## src/rtl/cop_err_status.sv

```systemverilog
module cop_err_status #(
  parameter int CODE_W   = 8,
  parameter int CTX_W    = 5,
  parameter int NDESC    = 32,
  parameter int AF_FREE  = 2,
  parameter int DW       = 32
) (
  input  logic                          clk,
  input  logic                          rst_n,
  input  logic                          err_valid,
  input  logic                          err_recov,
  input  logic [CODE_W-1:0]             err_code,
  input  logic [CTX_W-1:0]              err_ctx,
  input  logic [$clog2(NDESC+1)-1:0]    desc_free,
  input  logic                          tbl_full_evt,
  input  logic                          reg_rd,
  input  logic                          reg_wr,
  input  logic [1:0]                    reg_addr,
  input  logic [DW-1:0]                 reg_wdata,
  output logic [DW-1:0]                 reg_rdata,
  output logic                          irq
);

  localparam int CNT_W = $clog2(NDESC+1);
  localparam int RSV_W = DW - 5 - CTX_W - CODE_W;
  localparam logic [CNT_W-1:0] AF_CNT = CNT_W'(AF_FREE);
  localparam logic [1:0] A_STAT = 2'd0;
  localparam logic [1:0] A_MLO  = 2'd1;

  logic              fatal_q, recov_q, tfull_q, dfull_q, afull_q;
  logic [CTX_W-1:0]  ctx_q;
  logic [CODE_W-1:0] code_q;
  logic [DW-1:0]     mask_q;
  logic [DW-1:0]     status;
  logic              stat_rd;

  assign stat_rd = reg_rd && (reg_addr == A_STAT);
  assign status  = {fatal_q, recov_q, tfull_q, dfull_q, afull_q, {RSV_W{1'b0}}, ctx_q, code_q};

  always_ff @(posedge clk or negedge rst_n) begin
    if (!rst_n) begin
      fatal_q <= 1'b0;
      recov_q <= 1'b0;
      tfull_q <= 1'b0;
      dfull_q <= 1'b0;
      afull_q <= 1'b0;
      ctx_q   <= '0;
      code_q  <= '0;
    end else begin
      fatal_q <= (err_valid && !err_recov) || (fatal_q && !stat_rd);
      recov_q <= (err_valid &&  err_recov) || (recov_q && !stat_rd);
      tfull_q <= tbl_full_evt || (tfull_q && !stat_rd);
      dfull_q <= (desc_free == '0) || (dfull_q && !stat_rd);
      afull_q <= (desc_free <= AF_CNT);
      if (err_valid) begin
        ctx_q  <= err_ctx;
        code_q <= err_code;
      end
    end
  end

  always_ff @(posedge clk or negedge rst_n) begin
    if (!rst_n) begin
      mask_q    <= '1;
      reg_rdata <= '0;
      irq       <= 1'b0;
    end else begin
      if (reg_wr && reg_addr == A_MLO)
        mask_q <= reg_wdata;
      if (reg_rd) begin
        case (reg_addr)
          A_STAT:  reg_rdata <= status;
          A_MLO:   reg_rdata <= mask_q;
          default: reg_rdata <= '0;
        endcase
      end
      irq <= |(status & ~mask_q);
    end
  end

  assert_ctx_code_R2: assert property (@(posedge clk) disable iff (!rst_n)
    err_valid |=> (status[12:8] == $past(err_ctx)) && (status[7:0] == $past(err_code)));

  assert_fatal_set_R3: assert property (@(posedge clk) disable iff (!rst_n)
    (err_valid && !err_recov) |=> status[31]);

  assert_recov_set_R3: assert property (@(posedge clk) disable iff (!rst_n)
    (err_valid && err_recov) |=> status[30]);

  assert_afull_track_R4: assert property (@(posedge clk) disable iff (!rst_n)
    (desc_free > AF_CNT) |=> !status[27]);

  assert_full_set_R5: assert property (@(posedge clk) disable iff (!rst_n)
    (desc_free == '0) |=> status[28]);

  assert_full_clear_R5: assert property (@(posedge clk) disable iff (!rst_n)
    (stat_rd && desc_free != '0) |=> !status[28]);

  assert_tfull_set_R6: assert property (@(posedge clk) disable iff (!rst_n)
    tbl_full_evt |=> status[29]);

  assert_hi_zero_R8: assert property (@(posedge clk) disable iff (!rst_n)
    (reg_rd && reg_addr == 2'd2) |=> (reg_rdata == '0));

  assert_irq_quiet_R9: assert property (@(posedge clk) disable iff (!rst_n)
    ((status & ~mask_q) == '0) |=> !irq);

endmodule

```

## config.mk

```make
export PLATFORM = sky130hd
export DESIGN_NAME = cop_err_status
export DESIGN_NICKNAME = d
export VERILOG_FILES = /design/src/rtl/cop_err_status.sv
export SDC_FILE = /design/constraint.sdc
export NUM_CORES = 1
export LEC_CHECK = 0
export ABC_AREA = 1
export BUFFER_PORTS_ARGS = -buffer_cell sky130_fd_sc_hd__buf_2
export CAP_MARGIN = 20
export CELL_PAD_IN_SITES_DETAIL_PLACEMENT = 1
export CELL_PAD_IN_SITES_GLOBAL_PLACEMENT = 2
export CORE_MARGIN = 2
export CORE_UTILIZATION = 28
export CTS_BUF_LIST = sky130_fd_sc_hd__clkbuf_16
export DETAILED_ROUTE_END_ITERATION = 8
export PLACE_DENSITY = 0.75
export SYNTH_ARGS = -nofsm -noshare
export SYNTH_HDL_FRONTEND = slang
export SYNTH_SLANG_ARGS = --single-unit
```

## constraint.sdc

```tcl
create_clock -name clk -period 0.95 [get_ports clk]
set_input_delay 0.095 -clock clk [delete_from_list [all_inputs] [get_ports clk]]
set_output_delay 0.095 -clock clk [all_outputs]
set_load 0.02 [all_outputs]
```

==> flow_metrics.py, run 1 <==
metrics = {
    "run_status": {
        "outcome": "finished, violations left",
        "violations": "hold timing, setup timing",
    },
    "cts": {
        "clockBufferDepth": 2,
        "cts_root_buffer": "clkbuf_16",
        "clk_pin_slew_worst_paths_ns": 0.06,
        "clock_sinks": 83,
        "clk_latency_ns": 0.34,
        "htreeDepth": 3,
        "cts_buffers": 9,
        "cts_tree": "yes",
    },
    "synthesis": {
        "syn_nets": 440,
        "syn_area_per_cell_um2": 9.43,
        "synthCells": 380,
        "yosysUniqueCellTypes": 28,
        "yosys_register_bits": 83,
        "yosys.area.top_type_share": 0.356,
        "synth_area_leaders": "dfrtp_1 36%, dfstp_2 23%, nand2_1 14%",
        "yosysWarningCount": 0,
        "synth_area_leader_cell": "dfrtp_1",
        "synth_edf_count": 0,
        "synthTopCellsByCount": "129 x nand2_1, 51 x dfrtp_1, 32 x dfstp_2, 30 x inv_1, 30 x nor2_1",
        "synth_flop_cell": "dfrtp_1",
        "syn_area_um2": 3580,
        "seq_area_frac_synth": 0.591,
        "ys_async_sr_fraction": 1.00,
        "synth_most_common_cell": "nand2_1",
    },
    "finish": {
        "post-route-util": 0.435,
        "drive_gt1_frac": 0.434,
        "area_growth_pct": 52.6,
        "multi_input_area_um2": 1200,
        "nFillCells": 1491,
        "fin_nets": 620,
        "diodes": 0,
        "seqCellArea_um2": 2120,
    },
    "die": {
        "dieArea_um2": 13700,
        "core-area_um2": 12600,
        "rows": 41,
        "start_util": 0.285,
        "num_io_pins": 93,
        "die_h_um": 117,
        "dieWidth_um": 117,
    },
    "sta": {
        "postLayoutSetupSlackWorst_ns": -0.130,
        "max_freq_mhz": 926,
        "max-slew-margin-rel": 0.749,
        "drv_slew": 0,
        "worst_slew_pin_slew_ns": 0.377,
        "fin_setup_tns_ns": -0.483,
        "hold_slack_ns": -0.00226,
        "report.final.setup_viol": 25,
        "rsz0062_at_grt": "true",
        "hold_violations": 1,
        "period_share": 1.14,
        "period_needed_ns": 1.08,
        "skew_ns": 0.00548,
    },
    "critical_path": {
        "end_kind": "flip-flop",
        "arrival_ns": 1.31,
        "worstSetupStartpointType": "flip-flop",
        "rr_endpoint": "irq",
        "r2r_cells": 7,
        "required_ns": 1.18,
        "critPathKind": "reg -> reg",
        "worstPathMaxFanout": 3,
        "reg2reg_setup_slack_ns": -0.13,
        "r2r-start": "mask_q[2]",
    },
    "power_and_ir_drop": {
        "vdd.ir_drop.worst_v": 0.000709,
        "p_leak_nw": 2.79,
        "finalPower_w": 0.00948,
        "power-per-cell-area_nw_per_um2": 1730,
    },
    "routing": {
        "wl_um": 10300,
        "drt.antenna.violating_nets": 0,
        "viasPerCell": 4.29,
        "wire_per_inst_um": 14.0,
        "vias": 3161,
        "drt_first_pass_iters": 4,
        "drt-initial-drc-count": 118,
        "drc": 0,
    },
    "job": {
        "drv_cap": 0,
    },
    "min_path": {
        "hold_end": "mask_q[0]",
        "min_from": "reg_wdata[0]",
        "hold_class": "in -> reg",
        "whs_path_depth": 3,
    },
    "placement": {
        "pre_cts_ws_ns": -0.148,
        "place.gp.congestion": 0.785,
        "io_buffer_count": 92,
        "dp_hpwl_um": 7420,
    },
    "global_route": {
        "grt_overflow": 0,
        "grtUsageTotal": 0.165,
        "grt_antenna_before_repair": 0,
        "grt_pass1_wl_um": 17100,
        "grt_max_degree": 26,
        "first_global_vias": 3393,
    },
}
## critical path: stages, from the launching register on
cell and delay [ns]:
dfstp_2 0.52, inv_1 0.06, nand2_1 0.06, nand2_1 0.06
nor2_1 0.08, nand2_1 0.06, nor2_1 0.09, nand2_1 0.05
## stage by stage
step	cell area, um^2	cells
finish	5470	737
detailed placement	4580	676
global placement	4580	676
CTS	5390	730
floorplan	3580	380
global route	5470	737
## what timing repair did
action,4_1_cts,5_1_grt
hold buffers,27,0
gates resized for setup,69,9
pin swaps,5,11
setup buffers,11,8
endpoints found under the setup margin,36,43
hold endpoints to repair,58,0
## sequential cells by signal (all words and copies together) (netlist names)
register   flops
dfull_q        1
ctx_q          5
mask_q        32
reg_rdata     32
irq            1
recov_q        1
tfull_q        1
afull_q        1
fatal_q        1
code_q         8
## worst max path at each step
stage,slack (ns),end,start
after floorplan,-0.06,irq,mask_q[11]
after CTS,-0.13,irq,mask_q[30]
after global placement,-0.12,irq,mask_q[11]
final,-0.13,irq,mask_q[2]
after detailed placement,-0.15,irq,mask_q[10]
after global routing,-0.23,irq,mask_q[31]
## report_power, final
part	switching, W	internal (W)	total [W]	leakage (nW)
clock network	0.00133	0.00170	0.00303	0.148
logic	0.00101	0.00108	0.00209	1.66
registers	0.000242	0.00411	0.00435	0.984
total	0.00258	0.00690	0.00948	2.79
## placed cells by master, fill, tap and decap left out
cell type and n:
a21oi_1 2, a21oi_2 18, buf_12 7, buf_2 58, buf_4 57, buf_6 37, clkbuf_16 9, clkinv_1 1
clkinv_2 1, dfrtp_1 51, dfstp_2 32, dlygate4sd3_1 27, inv_1 27, inv_2 11, inv_4 1, nand2_1 129
nand2_2 7, nand2_4 1, nand3_1 20, nand3_4 1, nor2_1 30, nor2_4 1, nor3_2 1, o211ai_1 15
o211ai_2 3, o21ai_0 6, o21ai_1 9, o21bai_1 1, o22ai_1 1, o31ai_1 1
## routing by layer
| layer | part of all wire | global-route usage | up-vias |
|---|---|---|---|
| met3 | 0.029 | 0.0304 | 13 |
| li1 | - | - | 1563 |
| met5 | 0 | 0 | - |
| met2 | 0.51 | 0.282 | 63 |
| met1 | 0.44 | 0.212 | 1522 |
| met4 | 0.014 | 0.0549 | 0 |
## kinds of logic (layout without fill, tap and decap cells)
| kind of cell | after synthesis | count (layout) | share of synthesized area |
|---|---|---|---|
| buffers and inverters | 51 | 236 | 0.0751 |
| DFF | 83 | 83 | 0.591 |
| AOI/OAI and AO/OA | 56 | 56 | 0.115 |
| and+or+nand+nor | 190 | 190 | 0.219 |
## layout make-up
class | count | area share
multi-input combinational | 246 | 0.220
clock buffer | 9 | 0.0412
timing repair buffer | 186 | 0.283
clock inverter | 7 | 0.00481
sequential | 83 | 0.387
inverter | 34 | 0.0240
tap | 172 | 0.0394
No activity file was read; power rests on OpenSTA's default activity.
==> run 2, diff against run 1 <==
CORE_UTILIZATION = 31   (was 28)
PLACE_DENSITY = 0.79   (was 0.75)
clock period = 1.1 ns   (was 0.95 ns; I/O delays follow)
==> run 2 against run 1 <==
Compared with the run above: the flow finishes with violations (setup timing); combinational power down 32%; sequential share of layout area up 4.4 points; global-route usage up 0.28 points; sequential cell count is the same; final cell count down 9.6%; critical path depth is the same; worst setup slack improved by 0.11 ns; maximum frequency down 3.8%; routed wire length is 3.7% lower; via count is 4.5% lower; core utilization shrank 0.35 points; largest power group unchanged.
==> flow_metrics.py, run 2 (synthesized netlist as in run 1, its figures left out) <==
metrics = {
    "routing": {
        "met3_length_um": 325,
        "wirelength_met1_um": 4680,
        "wl_met2_um": 4770,
        "drt_first_pass_iters": 4,
        "drt-initial-drc-count": 84,
        "wire_per_inst_um": 15.0,
        "drc": 0,
        "wl_um": 9970,
        "drt.antenna.violating_nets": 0,
        "routed.top_layer": "met4",
        "vias": 3019,
        "viasPerCell": 4.53,
    },
    "global_route": {
        "grt_antenna_before_repair": 0,
        "grt_max_degree": 39,
        "first_global_vias": 3300,
        "grtUsageTotal": 0.168,
        "grt_overflow": 0,
        "grt_pass1_wl_um": 16500,
    },
    "job": {
        "drv_cap": 0,
    },
    "power_and_ir_drop": {
        "p_leak_nw": 2.55,
        "power-per-cell-area_nw_per_um2": 1690,
        "vdd.ir_drop.worst_v": 0.000785,
    },
    "finish": {
        "reg_top3": "mask_q (32), reg_rdata (32), code_q (8)",
        "area_growth_pct": 36.9,
        "final_common_cell": "nand2_1",
        "stdcell_count": 666,
        "final_cell_mix": "129 x nand2_1, 91 x buf_2, 51 x dfrtp_1",
        "drive_gt1_frac": 0.386,
        "diodes": 0,
        "fin_nets": 578,
    },
    "run_status": {
        "violations": "setup timing",
        "outcome": "finished, violations left",
    },
    "sta": {
        "period_share": 1.02,
        "report.final.setup_viol": 1,
        "worst_slew_pin_slew_ns": 0.293,
        "period_needed_ns": 1.12,
        "rsz0062_at_grt": "true",
        "drv_slew": 0,
        "postLayoutSetupSlackWorst_ns": -0.0226,
        "max_freq_mhz": 891,
        "hold_violations": 0,
        "max-slew-margin-rel": 0.804,
        "skew_ns": 0.00926,
        "hold_slack_ns": 0.00549,
    },
    "die": {
        "num_io_pins": 93,
        "die_h_um": 111,
        "start_util": 0.315,
        "dieArea_um2": 12400,
        "core-area_um2": 11400,
        "rows": 39,
        "dieWidth_um": 111,
    },
    "cts": {
        "htreeDepth": 3,
        "cts_buffers": 9,
        "cts_root_buffer": "clkbuf_16",
        "cts_tree": "yes",
        "clockBufferDepth": 2,
        "clock_sinks": 83,
        "clk_latency_ns": 0.34,
        "clk_pin_slew_worst_paths_ns": 0.06,
    },
    "critical_path": {
        "end_kind": "flip-flop",
        "required_ns": 1.32,
        "worstPathMaxFanout": 2,
        "worstSetupStartpointType": "flip-flop",
        "critPathKind": "reg -> reg",
        "arrival_ns": 1.34,
    },
    "min_path": {
        "hold_class": "in -> reg",
    },
    "placement": {
        "dp_hpwl_um": 7110,
        "dp.cells": 625,
        "io_buffer_count": 92,
        "place.gp.congestion": 0.804,
    },
}
[run 2: cell types whose count changed in the layout (fill, tap and decap cells not counted), sizes merged]
cell / previous run / this run
buf: 159 / 121
dlygate4sd3: 27 / 23
inv: 39 / 35
bufinv: 0 / 2
clkinv: 2 / 4
[run 2: what timing repair did]
item	in CTS	in global routing
endpoints found under the setup margin	1	1
pin swaps	1	4
hold buffers	23	0
buffers inserted	0	2
gates resized for setup	1	3
endpoints found under the hold margin	78	0
gates cloned	0	0
[run 2: worst max-delay path, stage by stage (launching register included)]
cell and delay, ns:
dfstp_2 0.53, inv_2 0.04, nand2_1 0.05, nand2_1 0.06, nor2_2 0.10, nand2_1 0.06, nor2_1 0.09, nand2_1 0.05
[run 2: layout make-up]
class,count,area [um^2]
fill,1342,6460
clock inverter,7,80.1
timing repair buffer,144,973
multi-input combinational,246,1200
clock buffer,9,225
sequential,83,2120
tap,143,179
inverter,34,131
[run 2: metrics by stage]
stage          setup WS, ns  TNS (ns)  power (W)  area (um^2)   util
2_1_floorplan        0.0871         0    0.00449         3580      -
3_3_place_gp        0.00642         0    0.00509         4350  0.383
3_5_place_dp        -0.0301   -0.0301    0.00514         4350  0.383
4_1_cts             -0.0369   -0.0369    0.00838         4890  0.430
5_1_grt              -0.132    -0.132    0.00870         4900  0.431
6_report            -0.0226   -0.0226    0.00829         4900  0.431
[run 2: report_power, final]
group | switching (W) | total [W] | internal [W]
clock | 0.00117 | 0.00312 | 0.00195
sequential | 0.000198 | 0.00375 | 0.00355
combinational | 0.000809 | 0.00142 | 0.000609
[run 2: final timing paths]
kind / start / slack, ns / endpoint / cells after the start
max: mask_q[11] / -0.02 / irq / 7
max reg2reg: mask_q[11] / -0.02 / irq / 7
min reg2reg: mask_q[17] / 0.46 / mask_q[17] / 2
min in group asynchronous: rst_n / 0.13 / reg_rdata[21] / 2
max in group asynchronous: rst_n / 0.47 / mask_q[14] / 3
min: reg_wdata[0] / 0.005 / mask_q[0] / 3
[run 2: metal layers]
layer | GRT usage | vias up
met5 | 0 | -
met2 | 0.274 | 55
met4 | 0.0593 | 0
met3 | 0.0343 | 12
li1 | - | 1479
met1 | 0.224 | 1473
==> run 3, diff against run 2 <==
MAX_ROUTING_LAYER = met4   (was not set)
==> run 3 against run 2 <==
Compared with the run above: the flow still finishes with violations (setup timing); core utilization is the same; clock power is essentially flat; routed wire length grew 0.15%; sequential share of layout area is the same; critical path depth is the same; critical path type unchanged; final area is the same; maximum frequency shrank 0.15%; worst hold slack lost 0.0010 ns; non-clock buffer count is the same; via count is essentially flat; combinational power is essentially flat; largest power group unchanged; clock skew is essentially flat.
==> flow_metrics.py, run 3 (synthesized netlist as in run 1, its figures left out) <==
metrics = {
    "finish": {
        "drive_gt1_frac": 0.386,
        "multi_input_area_um2": 1200,
        "reg_top3": "mask_q (32), reg_rdata (32), code_q (8)",
        "nFillCells": 1342,
        "final_common_cell": "nand2_1",
        "final_cell_mix": "129 x nand2_1, 91 x buf_2, 51 x dfrtp_1",
        "seqCellArea_um2": 2120,
        "diodes": 0,
        "fin_nets": 578,
        "area_growth_pct": 36.9,
        "stdcell_count": 666,
    },
    "die": {
        "core-area_um2": 11400,
        "num_io_pins": 93,
        "rows": 39,
        "die_h_um": 111,
        "dieWidth_um": 111,
        "start_util": 0.315,
        "dieArea_um2": 12400,
    },
    "global_route": {
        "grt_use_met2": 0.274,
        "grt_antenna_before_repair": 0,
        "top_usage_layer": "met2",
        "grt_max_degree": 39,
        "first_global_vias": 3293,
        "grt_pass1_wl_um": 16500,
        "use_met3": 0.0321,
        "grt_overflow": 0,
        "grtUsageTotal": 0.173,
        "use_met1": 0.224,
    },
    "placement": {
        "dp.cells": 625,
        "dp_hpwl_um": 7110,
        "pre_cts_ws_ns": -0.0301,
        "place.gp.congestion": 0.816,
        "io_buffer_count": 92,
    },
    "power_and_ir_drop": {
        "power-per-cell-area_nw_per_um2": 1690,
        "p_int_w": 0.00611,
        "clkPwrFrac": 0.377,
        "p_leak_nw": 2.55,
        "sequentialPowerShare": 0.452,
        "switching_share": 0.264,
        "vdd.ir_drop.worst_v": 0.000787,
        "p_switching_w": 0.00219,
        "comb_power_share": 0.171,
    },
    "routing": {
        "wire_per_inst_um": 15.0,
        "vias": 3020,
        "drt_first_pass_iters": 4,
        "drc": 0,
        "wl_um": 9980,
        "viasPerCell": 4.53,
        "drt.antenna.violating_nets": 0,
        "drt-initial-drc-count": 87,
    },
    "sta": {
        "hold_violations": 0,
        "max-slew-margin-rel": 0.789,
        "period_share": 1.02,
        "hold_slack_ns": 0.00447,
        "postLayoutSetupSlackWorst_ns": -0.0242,
        "worst_slew_pin_slew_ns": 0.314,
        "skew_ns": 0.00945,
        "rsz0062_at_grt": "true",
        "period_needed_ns": 1.12,
        "max_freq_mhz": 889,
        "report.final.setup_viol": 1,
        "drv_slew": 0,
    },
    "cts": {
        "clk_pin_slew_worst_paths_ns": 0.06,
        "clk_latency_ns": 0.34,
        "htreeDepth": 3,
        "cts_buffers": 9,
        "clockBufferDepth": 2,
        "cts_tree": "yes",
        "cts_root_buffer": "clkbuf_16",
        "clock_sinks": 83,
    },
    "run_status": {
        "violations": "setup timing",
        "outcome": "finished, violations left",
    },
    "critical_path": {
        "critPathKind": "reg -> reg",
        "reg2reg_setup_slack_ns": -0.02,
        "r2r_cells": 7,
        "crit_end": "irq",
        "arrival_ns": 1.34,
        "end_kind": "flip-flop",
        "required_ns": 1.32,
        "r2r-start": "mask_q[11]",
        "crit_start": "mask_q[11]",
        "worstSetupStartpointType": "flip-flop",
        "rr_endpoint": "irq",
        "worstPathMaxFanout": 2,
    },
    "min_path": {
        "hold_class": "in -> reg",
    },
    "job": {
        "drv_cap": 0,
    },
}
run 3: worst min path at each step:
stage | from | endpoint | cells after the start
2_1_floorplan | rst_n | afull_q | 0
3_3_place_gp | rst_n | reg_rdata[21] | 1
3_5_place_dp | rst_n | reg_rdata[21] | 1
4_1_cts | reg_wdata[7] | mask_q[7] | 3
5_1_grt | reg_wdata[27] | mask_q[27] | 3
6_report | reg_wdata[0] | mask_q[0] | 3
run 3: metal layers:
metal	routed length, um	share of wire	up-vias
met4	191	0.019	0
li1	-	-	1479
met3	308	0.031	12
met2	4790	0.48	58
met1	4690	0.47	1471
met5	0	0	-
run 3: power groups by stage:
stage	clock network, W	registers [W]	logic (W)
floorplan	0	0.00389	0.000602
global placement	0	0.00378	0.00131
detailed placement	0	0.00379	0.00135
CTS	0.00321	0.00375	0.00142
global route	0.00332	0.00379	0.00159
finish	0.00313	0.00375	0.00142
run 3: cell type report:
cell class / instances / share of cell area
sequential: 83 / 0.432
timing repair buffer: 144 / 0.198
clock buffer: 9 / 0.0459
tap: 143 / 0.0365
multi-input combinational: 246 / 0.244
clock inverter: 7 / 0.0163
inverter: 34 / 0.0268
run 3: through the flow:
stage                util  area, um^2  total power [W]  TNS, ns
floorplan               -        3580          0.00449        0
global placement    0.383        4350          0.00509        0
detailed placement  0.383        4350          0.00514  -0.0301
CTS                 0.430        4890          0.00838  -0.0369
global route        0.431        4900          0.00870   -0.133
finish              0.431        4900          0.00830  -0.0242
run 3: worst max-delay path, stage by stage (launching register included):
cell	delay (ns)
dfstp_2	0.54
inv_2	0.04
nand2_1	0.05
nand2_1	0.06
nor2_2	0.10
nand2_1	0.06
nor2_1	0.09
nand2_1	0.05
run 3: timing repair:
| item | CTS | global route |
|---|---|---|
| pin swaps | 1 | 4 |
| hold buffers | 23 | 0 |
| resized for setup | 1 | 3 |
| endpoints found under the hold margin | 78 | 0 |
| endpoints found under the setup margin | 1 | 1 |
| setup buffers | 0 | 2 |
